===== config.mk =====
export PLATFORM = sky130hd
export DESIGN_NAME = flash_spi_engine
export DESIGN_NICKNAME = d
export VERILOG_FILES = /design/src/rtl/flash_spi_pkg.sv /design/src/rtl/spi_fifo.sv /design/src/rtl/spi_regs.sv /design/src/rtl/spi_shifter.sv /design/src/rtl/flash_spi_engine.sv
export SDC_FILE = /design/constraint.sdc
export NUM_CORES = 2
export LEC_CHECK = 0
export BUFFER_PORTS_ARGS = -buffer_cell sky130_fd_sc_hd__buf_4
export CELL_PAD_IN_SITES_DETAIL_PLACEMENT = 0
export CELL_PAD_IN_SITES_GLOBAL_PLACEMENT = 1
export CORE_MARGIN = 3
export CORE_UTILIZATION = 55
export CTS_BUF_LIST = sky130_fd_sc_hd__clkbuf_8
export CTS_CLUSTER_DIAMETER = 30
export DETAILED_ROUTE_END_ITERATION = 16
export PLACE_DENSITY_LB_ADDON = 0.1
export RECOVER_POWER = 100
export SLEW_MARGIN = 25
export SYNTH_ARGS = -nofsm -noshare
export SYNTH_HDL_FRONTEND = slang
export SYNTH_MEMORY_MAX_BITS = 65536
export SYNTH_SLANG_ARGS = --single-unit

===== constraint.sdc =====
create_clock -name clk -period 11.1 [get_ports clk]
set_clock_uncertainty 0.1 [all_clocks]
set_input_delay 1.665 -clock clk [delete_from_list [all_inputs] [get_ports clk]]
set_output_delay 1.665 -clock clk [all_outputs]
set_load 0.02 [all_outputs]

===== src/rtl/flash_spi_pkg.sv =====
package flash_spi_pkg;

  localparam logic [7:0] ADR_CFG  = 8'h00;
  localparam logic [7:0] ADR_EN   = 8'h14;
  localparam logic [7:0] ADR_TXW  = 8'h1C;
  localparam logic [7:0] ADR_RXW  = 8'h20;
  localparam logic [7:0] ADR_TXB1 = 8'h80;
  localparam logic [7:0] ADR_TXB2 = 8'h84;
  localparam logic [7:0] ADR_TXB3 = 8'h88;

  localparam logic [31:0] CFG_RESET = 32'h0000_3C00;

  localparam int BIT_CPOL  = 1;
  localparam int BIT_CPHA  = 2;
  localparam int DIV_LSB   = 3;
  localparam int CS_LSB    = 10;
  localparam int BIT_FORCE = 14;
  localparam int BIT_MAN   = 15;
  localparam int BIT_TRIG  = 16;

  typedef struct packed {
    logic [2:0]  nbytes;
    logic [31:0] data;
  } tx_entry_t;

  typedef enum logic {ENG_IDLE, ENG_SHIFT} eng_state_t;

  // number of bytes a transmit address carries, 0 when not a transmit address
  function automatic logic [2:0] tx_len(input logic [7:0] a);
    case (a)
      ADR_TXB1: return 3'd1;
      ADR_TXB2: return 3'd2;
      ADR_TXB3: return 3'd3;
      ADR_TXW:  return 3'd4;
      default:  return 3'd0;
    endcase
  endfunction

  // reference cycles per serial clock half
  function automatic logic [7:0] half_cycles(input logic [2:0] code);
    return 8'd1 << code;
  endfunction

  // insert a finished byte at the top lane, older bytes move down
  function automatic logic [31:0] lane_insert(input logic [31:0] w, input logic [7:0] b);
    return {b, w[31:8]};
  endfunction

endpackage


===== src/rtl/spi_fifo.sv =====
module spi_fifo #(
  parameter int W     = 32,
  parameter int DEPTH = 63
) (
  input  logic         clk,
  input  logic         rst_n,
  input  logic         push,
  input  logic [W-1:0] din,
  input  logic         pop,
  output logic [W-1:0] dout,
  output logic         empty
);
  localparam int AW = (DEPTH > 1) ? $clog2(DEPTH) : 1;
  localparam int CW = $clog2(DEPTH + 1);

  logic [W-1:0]  mem [DEPTH];
  logic [AW-1:0] wp_q, rp_q;
  logic [CW-1:0] cnt_q;
  logic          full, do_push, do_pop;

  function automatic logic [AW-1:0] adv(input logic [AW-1:0] p);
    return (p == AW'(DEPTH - 1)) ? '0 : p + 1'b1;
  endfunction

  assign full    = (cnt_q == CW'(DEPTH));
  assign empty   = (cnt_q == '0);
  assign do_push = push && !full;
  assign do_pop  = pop && !empty;
  assign dout    = mem[rp_q];

  always_ff @(posedge clk) begin
    if (do_push) mem[wp_q] <= din;
  end

  always_ff @(posedge clk or negedge rst_n) begin
    if (!rst_n) begin
      wp_q  <= '0;
      rp_q  <= '0;
      cnt_q <= '0;
    end else begin
      if (do_push) wp_q <= adv(wp_q);
      if (do_pop)  rp_q <= adv(rp_q);
      cnt_q <= cnt_q + CW'(do_push) - CW'(do_pop);
    end
  end

  AST_NO_OVERFLOW: assert property (@(posedge clk) disable iff (!rst_n)
    push |-> !full);

endmodule


===== src/rtl/spi_regs.sv =====
module spi_regs
  import flash_spi_pkg::*;
#(
  parameter int NCS = 4
) (
  input  logic           clk,
  input  logic           rst_n,
  input  logic           wr,
  input  logic           rd,
  input  logic [7:0]     addr,
  input  logic [31:0]    wdata,
  input  logic [31:0]    rx_head,
  input  logic           rx_empty,
  output logic [31:0]    rdata,
  output logic           tx_push,
  output tx_entry_t      tx_entry,
  output logic           rx_pop,
  output logic           trig,
  output logic           en,
  output logic           cpol,
  output logic           cpha,
  output logic [2:0]     code,
  output logic           cs_force,
  output logic [NCS-1:0] cs_field,
  output logic           manual
);
  logic [31:0] cfg_q;
  logic        en_q;
  logic        cfg_wr;
  logic [2:0]  len;

  assign cfg_wr = wr && (addr == ADR_CFG);
  assign len    = tx_len(addr);

  always_ff @(posedge clk or negedge rst_n) begin
    if (!rst_n) begin
      cfg_q <= CFG_RESET;
      en_q  <= 1'b0;
    end else begin
      if (cfg_wr) begin
        cfg_q           <= wdata;
        cfg_q[BIT_TRIG] <= 1'b0;
      end
      if (wr && addr == ADR_EN) en_q <= wdata[0];
    end
  end

  assign trig     = cfg_wr && wdata[BIT_TRIG] && wdata[BIT_MAN];
  assign tx_push  = wr && (len != 3'd0);
  assign tx_entry = '{nbytes: len, data: wdata};
  assign rx_pop   = rd && (addr == ADR_RXW) && !rx_empty;

  assign en       = en_q;
  assign cpol     = cfg_q[BIT_CPOL];
  assign cpha     = cfg_q[BIT_CPHA];
  assign code     = cfg_q[DIV_LSB +: 3];
  assign cs_force = cfg_q[BIT_FORCE];
  assign cs_field = cfg_q[CS_LSB +: NCS];
  assign manual   = cfg_q[BIT_MAN];

  always_comb begin
    case (addr)
      ADR_CFG: rdata = cfg_q;
      ADR_EN:  rdata = {31'd0, en_q};
      ADR_RXW: rdata = rx_head;
      default: rdata = '0;
    endcase
  end

endmodule


===== src/rtl/spi_shifter.sv =====
module spi_shifter
  import flash_spi_pkg::*;
(
  input  logic        clk,
  input  logic        rst_n,
  input  logic        cpol,
  input  logic        cpha,
  input  logic [2:0]  code,
  input  logic        go,
  input  tx_entry_t   tx_head,
  input  logic        tx_empty,
  output logic        tx_pop,
  output logic        rx_push,
  output logic [31:0] rx_word,
  output logic        busy,
  output logic        sclk,
  output logic        mosi,
  input  logic        miso
);
  eng_state_t  state_q;
  logic [31:0] cur_q, word_q;
  logic [2:0]  left_q, bit_q;
  logic        half_q;
  logic [7:0]  div_q, rxb_q, lim;
  logic        tick, mid_tick, end_tick, byte_done, load;

  assign lim       = half_cycles(code);
  assign busy      = (state_q == ENG_SHIFT);
  assign tick      = busy && (div_q == lim - 8'd1);
  assign mid_tick  = tick && !half_q;
  assign end_tick  = tick && half_q;
  assign byte_done = end_tick && (bit_q == 3'd0);
  assign load      = !busy && go && !tx_empty;
  assign tx_pop    = load;
  assign rx_push   = byte_done && (left_q == 3'd1);
  assign rx_word   = lane_insert(word_q, rxb_q);

  always_ff @(posedge clk or negedge rst_n) begin
    if (!rst_n) begin
      state_q <= ENG_IDLE;
      cur_q   <= '0;
      word_q  <= '0;
      left_q  <= '0;
      bit_q   <= '0;
      half_q  <= 1'b0;
      div_q   <= '0;
      rxb_q   <= '0;
    end else if (load) begin
      state_q <= ENG_SHIFT;
      cur_q   <= tx_head.data;
      left_q  <= tx_head.nbytes;
      word_q  <= '0;
      bit_q   <= 3'd7;
      half_q  <= 1'b0;
      div_q   <= '0;
    end else if (busy) begin
      div_q <= tick ? 8'd0 : div_q + 8'd1;
      if (mid_tick) begin
        half_q <= 1'b1;
        rxb_q  <= {rxb_q[6:0], miso};
      end
      if (end_tick) begin
        half_q <= 1'b0;
        if (bit_q == 3'd0) begin
          word_q <= lane_insert(word_q, rxb_q);
          cur_q  <= cur_q >> 8;
          bit_q  <= 3'd7;
          left_q <= left_q - 3'd1;
          if (left_q == 3'd1) state_q <= ENG_IDLE;
        end else begin
          bit_q <= bit_q - 3'd1;
        end
      end
    end
  end

  assign mosi = busy ? cur_q[bit_q] : 1'b0;
  assign sclk = busy ? (cpol ^ (cpha ? ~half_q : half_q)) : cpol;

  AST_SCLK_ON_TICK: assert property (@(posedge clk) disable iff (!rst_n)
    (busy && $past(busy) && !$past(tick) && $stable(cpol) && $stable(cpha)) |-> $stable(sclk));

  AST_LEN_RANGE: assert property (@(posedge clk) disable iff (!rst_n)
    busy |-> (left_q != 3'd0 && left_q <= 3'd4));

  AST_RX_AT_END: assert property (@(posedge clk) disable iff (!rst_n)
    rx_push |=> !busy || $past(load));

endmodule


===== src/rtl/flash_spi_engine.sv =====
module flash_spi_engine
  import flash_spi_pkg::*;
#(
  parameter int FIFO_DEPTH = 63,
  parameter int NCS        = 4
) (
  input  logic           clk,
  input  logic           rst_n,
  input  logic           reg_wr,
  input  logic           reg_rd,
  input  logic [7:0]     reg_addr,
  input  logic [31:0]    reg_wdata,
  output logic [31:0]    reg_rdata,
  output logic           spi_sclk,
  output logic [NCS-1:0] spi_cs_n,
  output logic           spi_mosi,
  input  logic           spi_miso
);
  localparam int ENTRY_W = $bits(tx_entry_t);

  tx_entry_t      tx_in, tx_head;
  logic           tx_push, tx_pop, tx_empty;
  logic [31:0]    rx_word, rx_head;
  logic           rx_push, rx_pop, rx_empty;
  logic           trig, en, cpol, cpha, cs_force, manual, busy, go;
  logic [2:0]     code;
  logic [NCS-1:0] cs_field;
  logic           sess_q, trig_pend_q;

  spi_regs #(.NCS(NCS)) u_regs (
    .clk, .rst_n, .wr(reg_wr), .rd(reg_rd), .addr(reg_addr), .wdata(reg_wdata),
    .rx_head, .rx_empty, .rdata(reg_rdata), .tx_push, .tx_entry(tx_in), .rx_pop,
    .trig, .en, .cpol, .cpha, .code, .cs_force, .cs_field, .manual
  );

  spi_fifo #(.W(ENTRY_W), .DEPTH(FIFO_DEPTH)) u_txq (
    .clk, .rst_n, .push(tx_push), .din(tx_in), .pop(tx_pop), .dout(tx_head), .empty(tx_empty)
  );

  spi_fifo #(.W(32), .DEPTH(FIFO_DEPTH)) u_rxq (
    .clk, .rst_n, .push(rx_push), .din(rx_word), .pop(rx_pop), .dout(rx_head), .empty(rx_empty)
  );

  assign go = en && (!manual || trig_pend_q);

  spi_shifter u_shift (
    .clk, .rst_n, .cpol, .cpha, .code, .go, .tx_head, .tx_empty, .tx_pop,
    .rx_push, .rx_word, .busy, .sclk(spi_sclk), .mosi(spi_mosi), .miso(spi_miso)
  );

  always_ff @(posedge clk or negedge rst_n) begin
    if (!rst_n) begin
      sess_q      <= 1'b0;
      trig_pend_q <= 1'b0;
    end else begin
      if (tx_pop)                                 sess_q <= 1'b1;
      else if (!busy && !(go && !tx_empty))       sess_q <= 1'b0;
      if (trig)                                   trig_pend_q <= 1'b1;
      else if (!busy && tx_empty)                 trig_pend_q <= 1'b0;
    end
  end

  assign spi_cs_n = (cs_force || sess_q) ? cs_field : '1;

  AST_HOLD_WHEN_OFF: assert property (@(posedge clk) disable iff (!rst_n)
    (!en && !busy) |=> !busy);

  AST_CS_DURING_SHIFT: assert property (@(posedge clk) disable iff (!rst_n)
    busy |-> (spi_cs_n == cs_field));

  AST_WAIT_TRIGGER: assert property (@(posedge clk) disable iff (!rst_n)
    (manual && !trig_pend_q && !busy) |=> !busy);

endmodule


# After elaboration in Yosys (flattened, before gate mapping)
# Memory sizes are Yosys's and may differ from the RTL's.
# Index checks and enable logic that the tools add are counted.
[word_totals] reg_bits=158 latch_bits=0 mem_bits_rw=4221 rom_bits=0 inputBits=45 out_inout_bits=38 elab_cells=146 mem_count=2
[memory_table] name="u_txq.mem" depth=63 width=35 rd=1 rd_clocked_by_memory_dff=0 wr=1 line="spi_fifo.sv:16" rtl="logic [W-1:0] mem [DEPTH];"
[memory_table] name="u_rxq.mem" depth=63 width=32 rd=1 rd_clocked_by_memory_dff=0 wr=1 line="spi_fifo.sv:16"
[classes] addsub=12 multipliers=0 div_mod_pow=0 magnitude_cmp=1 eq_ne=14 shift=1 n_mux=48 n_bitwise=3 n_reduce_logical=47
[op_table] cell="two-way mux 32 bit" n=8
[op_table] cell="case mux 32 bit (3 select lines)" n=1
[op_table] cell="equality test 6 bit (second input constant)" n=6
[op_table] cell="adder 6 x 1 -> 6 bit (second input constant)" n=4
[op_table] cell="equality test 8 bit (second input constant)" n=3
[op_table] cell="two-way mux 3 bit" n=8
[op_table] cell="two-way mux 6 bit" n=4
[op_table] cell="two-way mux 8 bit" n=3
[op_table] cell="logical AND 1 bit" n=22
[op_table] cell="two-way mux 1 bit" n=21
[op_table] cell="equality test 8 x 5 -> 1 bit (second input constant)" n=2
[op_table] cell="adder 6 x 1 -> 6 bit" n=2
[op_table] cell="zero test 6 bit" n=2
[op_table] cell="case mux 3 bit (4 select lines)" n=1
[op_table] cell="subtractor 6 x 1 -> 6 bit" n=2
[op_table] cell="nonzero test 2 bit" n=5
[op_table] cell="adder 8 x 1 -> 8 bit (second input constant)" n=1
[op_table] cell="equality test 8 x 6 -> 1 bit (second input constant)" n=1
[op_table] cell="equality test 8 bit" n=1
[op_table] cell="zero test 1 bit" n=8
[op_table] cell="zero test 8 bit" n=1
[op_table] cell="left shift 1 x 3 -> 8 bit (first input constant)" n=1
[op_table] cell="subtractor 8 x 1 -> 8 bit (second input constant)" n=1
[op_table] cell="less-than comparator 3 x 6 -> 1 bit (second input constant)" n=1
[op_table] cell="other kinds (11)" n=17

# Logic depth before layout (Yosys ltp)
[depth] ltp_word=10 ltp_mapped=18 mapped_depth_nobuf=15

# Modules after synthesis
# From an unflattened synthesis, not the netlist that was laid out.
[hier_totals] cells_unflattened=7935 area_unflattened_um2=170297.1
[modules_own_cells] module="spi_fifo (u_txq)" n_inst=1 cells_per_inst=3863 area_each_um2=85620.9 seq_area_each_um2=66663.9
[modules_own_cells] module="spi_fifo (u_rxq)" n_inst=1 cells_per_inst=3487 area_each_um2=78395.2 seq_area_each_um2=60988.5
[modules_own_cells] module="spi_shifter" n_inst=1 cells_per_inst=368 area_each_um2=3920.0 seq_area_each_um2=2001.9
[modules_own_cells] module="spi_regs" n_inst=1 cells_per_inst=202 area_each_um2=2229.6 seq_area_each_um2=805.8
[modules_own_cells] module="flash_spi_engine" n_inst=1 cells_per_inst=15 area_each_um2=131.4 seq_area_each_um2=50.0

# Worst setup path after synthesis
# OpenSTA, ideal clock, no wires.
[synth_timing] path_type="input to output" from="input port reg_addr[2]" to="output port reg_rdata[15]" arrival_ns=3.596 path_slack_ns=5.739 stages=6 cell_sequence="or4_1 nor3_1 buf_2 buf_2 a21oi_1 a311oi_1"
[synth_between] elab_chain_len=2 elab_cells_between_ends=4 cone_classes="eq/ne: 2; mux: 1; reduce/logical: 1"
[synth_rtl] item="start: declaration" line="flash_spi_engine.sv:11" rtl="input logic [7:0] reg_addr,"
[synth_rtl] item="equality test 8 x 6 -> 1 bit (tied with other cells)" line="spi_regs.sv:62" rtl="case (addr)"
[synth_rtl] item="case mux 32 bit (3 select lines) *" line="spi_regs.sv:62"
[synth_rtl] item="end: declaration" line="flash_spi_engine.sv:13" rtl="output logic [31:0] reg_rdata,"
# Mark *: on every way between the ends. The rest lies on a longest branch, timed or not.

# Worst setup path after layout
[layout_timing] from="register u_rxq.rp_q[3]" to="output port reg_rdata[8]"
[layout_between] elab_chain_len=2
[layout_rtl] item="start: declaration" line="spi_fifo.sv:17" rtl="logic [AW-1:0] wp_q, rp_q;"
[layout_rtl] item="start signal: assignment" line="spi_fifo.sv:42" rtl="if (do_pop) rp_q <= adv(rp_q);"
[layout_rtl] item="memory read (63 x 32 bit)"
[layout_rtl] item="case mux 32 bit (3 select lines)" line="spi_regs.sv:62"
# No other way between the ends.

==> results.md <==
- Cell count after synthesis: roughly 7,900
- First-pass GRT wire length: just under 700,000 µm
- Pin count of the biggest net entering global routing: 111
- Flops & latches, synth: between 4,000 and 5,000
- Register share of total power: 47.5%
- Via density: between 6 and 7
- Area Growth Syn to Fin: 13.1%
- Largest family of logic cells by synthesized area: multiplexers
- Endpoints failing hold: 0
- Fin area: roughly 190,000 µm²
- Netlist cell types: 80
- CTS tree: done
- Net Count, Synth: between 8,000 and 9,000
- Crit Path Category: reg -> out
- Post-synth top area share: approximately 75%
- Mean post-synth cell area: about 21 µm²
- Gr ovfl total: 0
- # IOs: a little over 80
- P_sw: 10.1 mW
- # setup viols final: 0
- Cells resized by post-CTS repair: 0
- Cell taking the most area after synthesis: edfxtp_1
- Peak supply drop: 0.481 mV
- CTS Root Cell: clkbuf_8
- Max Freq: ~110 MHz
- Starting Density: 55.4%
- Fraction of the mapped netlist area in adder cells: 0.267%
- EDFF count, synth: 4,221
- Final Non-Filler Cells: approximately 13,000
- Fill cells: roughly 22,000
- Initial antenna violation count: 36
- DR iter-0 viols: ~10,000
- Post-synthesis compound-gate area fraction: 2.94%
- # port buffers: 82
- Sw frac: 25.5%
- RSZ-0062 raised after global routing: false
- Hold Buf Count CTS: 0
- Xor and xnor area share after synthesis: 0.0930%
- Critical Path Fanout Max: 76
- HPWL Detailed: 259,000 µm
- Die width: ~560 µm
- Combinational share of power: 13.0%
- Core Area: between 300,000 and 400,000 µm²
- Setup crit end kind: output pin
- CP Data Required Time: ~9.3 ns
- Synthesized area: approximately 170,000 µm²
- Startpoint Class: flop
- Placed Instances: approximately 12,000
- Std cell rows: 203
- Post-layout min period: 9.00 ns
- CP Data Arrival Time: slightly above 7 ns
- Top-count cell post-synth: edfxtp_1
- H-tree depth: 6
- Pwr dens: approximately 210 nW/µm²
- Share of cells above drive strength 1: ~27%
- Final GP Congestion: between 0.8 and 0.9
- Max Slew Vio Count: 8,908
- Die area: around 320,000 µm²
- Cell internal pwr: 29.6 mW
- DRC: 0
- Routed length per instance: about 36 µm
- Placed cell areas: approximately 180,000 µm²
- Post-synthesis mux area share: ~16%
- Latest clock arrival within the worst-skew pair: between 1 and 1.5 ns
- Top FF cell, synth: edfxtp_1
- GRT Total Usage: a little under a third
- Number of global-route vias before repair: just under 90,000
- Fin crit share: between 80% and 90%
- Clock power share: about two fifths
- Lkg Pwr: around 60 nW
- Slew @ Worst Pin: just under 5 ns
- Clk slew on worst S/H paths: around 0.060 ns
- Post-DRT Antenna Nets: 0
- Setup TNS: 0 ns
- Num CTS Buffers: 803
- DR vias: between 80,000 and 90,000
- DRT Wirelength: about 480,000 µm
- Synth area leaders: edfxtp_1, mux4_2, mux2i_1
- Clock buffer depth: 4
- DR pass1 iterations: 6
- Clock tree sinks: approximately 4,400
- MaxCap Viol Count: 212
- Total power: roughly 40 mW
- Min-Delay Path Class: reg -> reg
- Failing checks: max-capacitance violations, max-slew violations
- Final nets: roughly 8,700
- Setup Fix Bufs, Post-CTS: 0
- Synth top cells by count: edfxtp_1, mux4_2, mux2i_1, nand2_1, nor2_1
- Ys async rst share: under 10%
- Synth Area in Simple Gates: 2.19%
- Sequential fraction of the synthesis area: approximately three quarters
- Status: complete, but fails checks
- Max-slew headroom: -229%
- Die height: 561 µm
- Synth Warn #: 0
area by class of cell:
class                           count  area [µm²]  area share, %
Timing Repair Buffer              350        2010           1.05
Sequential cell                  4371      131000           68.0
Tap cell                         4100        5130           2.67
Antenna cell                       16        40.0         0.0209
Inverter                           47         178         0.0926
Clock buffer                      820       11300           5.88
Multi-Input combinational cell   3070       37300           19.5
Clock inverter                    661        5380           2.81
layer usage:
metal	vias to the layer above	share of wire (%)	GRT usage [%]
met4	16	4.1	11.4
met3	935	8.0	5.26
li1	34900	-	-
met1	47000	37	41.1
met5	-	0.022	0
met2	4366	50	51.1
final timing paths:
check	from	endpoint	slack (ns)	depth (start not counted)
setup / recovery	u_rxq.rp_q[3]	reg_rdata[8]	2.10	8
hold reg to reg	u_shift.cur_q[31]	u_shift.cur_q[31]	0.42	2
min in group asynchronous	rst_n	u_txq.wp_q[0]	2.16	1
hold / removal	u_shift.cur_q[31]	u_shift.cur_q[31]	0.42	2
max in group asynchronous	rst_n	u_shift.word_q[29]	4.12	3
setup reg to reg	u_txq.rp_q[0]	u_shift.cur_q[5]	2.75	9
layout by cell type (no fill, tap or decap), types with 25 or more instances in the layout:
cell type,n
a22oi_1,60
bufinv_16,77
nor2_1,110
a21oi_1,143
clkinv_4,25
o211ai_1,32
nor2_4,112
nand3_1,74
inv_1,232
nand2_1,308
mux2_2,82
clkinv_1,139
o221ai_1,31
a211oi_1,75
o21ai_0,156
clkinvlp_4,58
o22ai_1,58
edfxtp_1,4221
buf_4,105
dfrtp_1,129
a221oi_1,26
mux4_2,999
nor2b_1,66
mux2i_1,371
clkbuf_8,820
clkbuf_1,224
ha_1,33
clkinv_2,130
power groups by stage:
stage	clock, mW	combinational [mW]	sequential [mW]
after floorplan	0	3.74	19.0
after global placement	0	5.12	19.2
after detailed placement	0	5.18	19.2
after CTS	15.9	5.19	18.8
after global routing	16.7	5.52	18.9
final	15.7	5.15	18.9
kinds of logic (layout without fill, tap and decap cells):
kind of cell    Yosys count  count (layout)
simple gates            815             815
compound gates          750             750
other cells               0              16
mux                    1452            1452
fa+ha+maj                35              35
flops                  4371            4371
xor+xnor                 18              18
buf+inv                 484            1878
worst max-delay path, cell delays in order (launching register included):
cell and delay (ns):
dfrtp_4 0.86, buf_12 0.52, clkbuf_1 1.76, nand3_1 0.15
clkbuf_1 0.48, o22ai_1 0.86, a221oi_1 0.10, a21oi_1 0.82
clkbuf_1 0.34
sequential cells by signal (all words and copies together), names as in the netlist, 3 cells and up:
| register | cells |
|---|---|
| u_txq.mem | 2205 |
| u_rxq.mem | 2016 |
| u_shift.cur_q | 32 |
| u_regs.cfg_q | 31 |
| u_shift.word_q | 24 |
| u_shift.div_q | 8 |
| u_shift.rxb_q | 8 |
| u_rxq.cnt_q | 6 |
| u_rxq.rp_q | 6 |
| u_rxq.wp_q | 6 |
| u_txq.cnt_q | 6 |
| u_txq.rp_q | 6 |
| u_txq.wp_q | 6 |
| u_shift.bit_q | 3 |
| u_shift.left_q | 3 |
stage by stage:
| step | setup slack, ns | utilization, % | hold WS (ns) |
|---|---|---|---|
| after floorplan | 5.74 | - | 0.362 |
| after global placement | 3.93 | 57.5 | 0.385 |
| after detailed placement | 3.90 | 57.5 | 0.400 |
| after CTS | 3.24 | 63.0 | 0.311 |
| after global routing | 1.91 | 62.6 | 0.429 |
| final | 2.10 | 62.7 | 0.418 |
No activity file was read; power rests on OpenSTA's default activity.
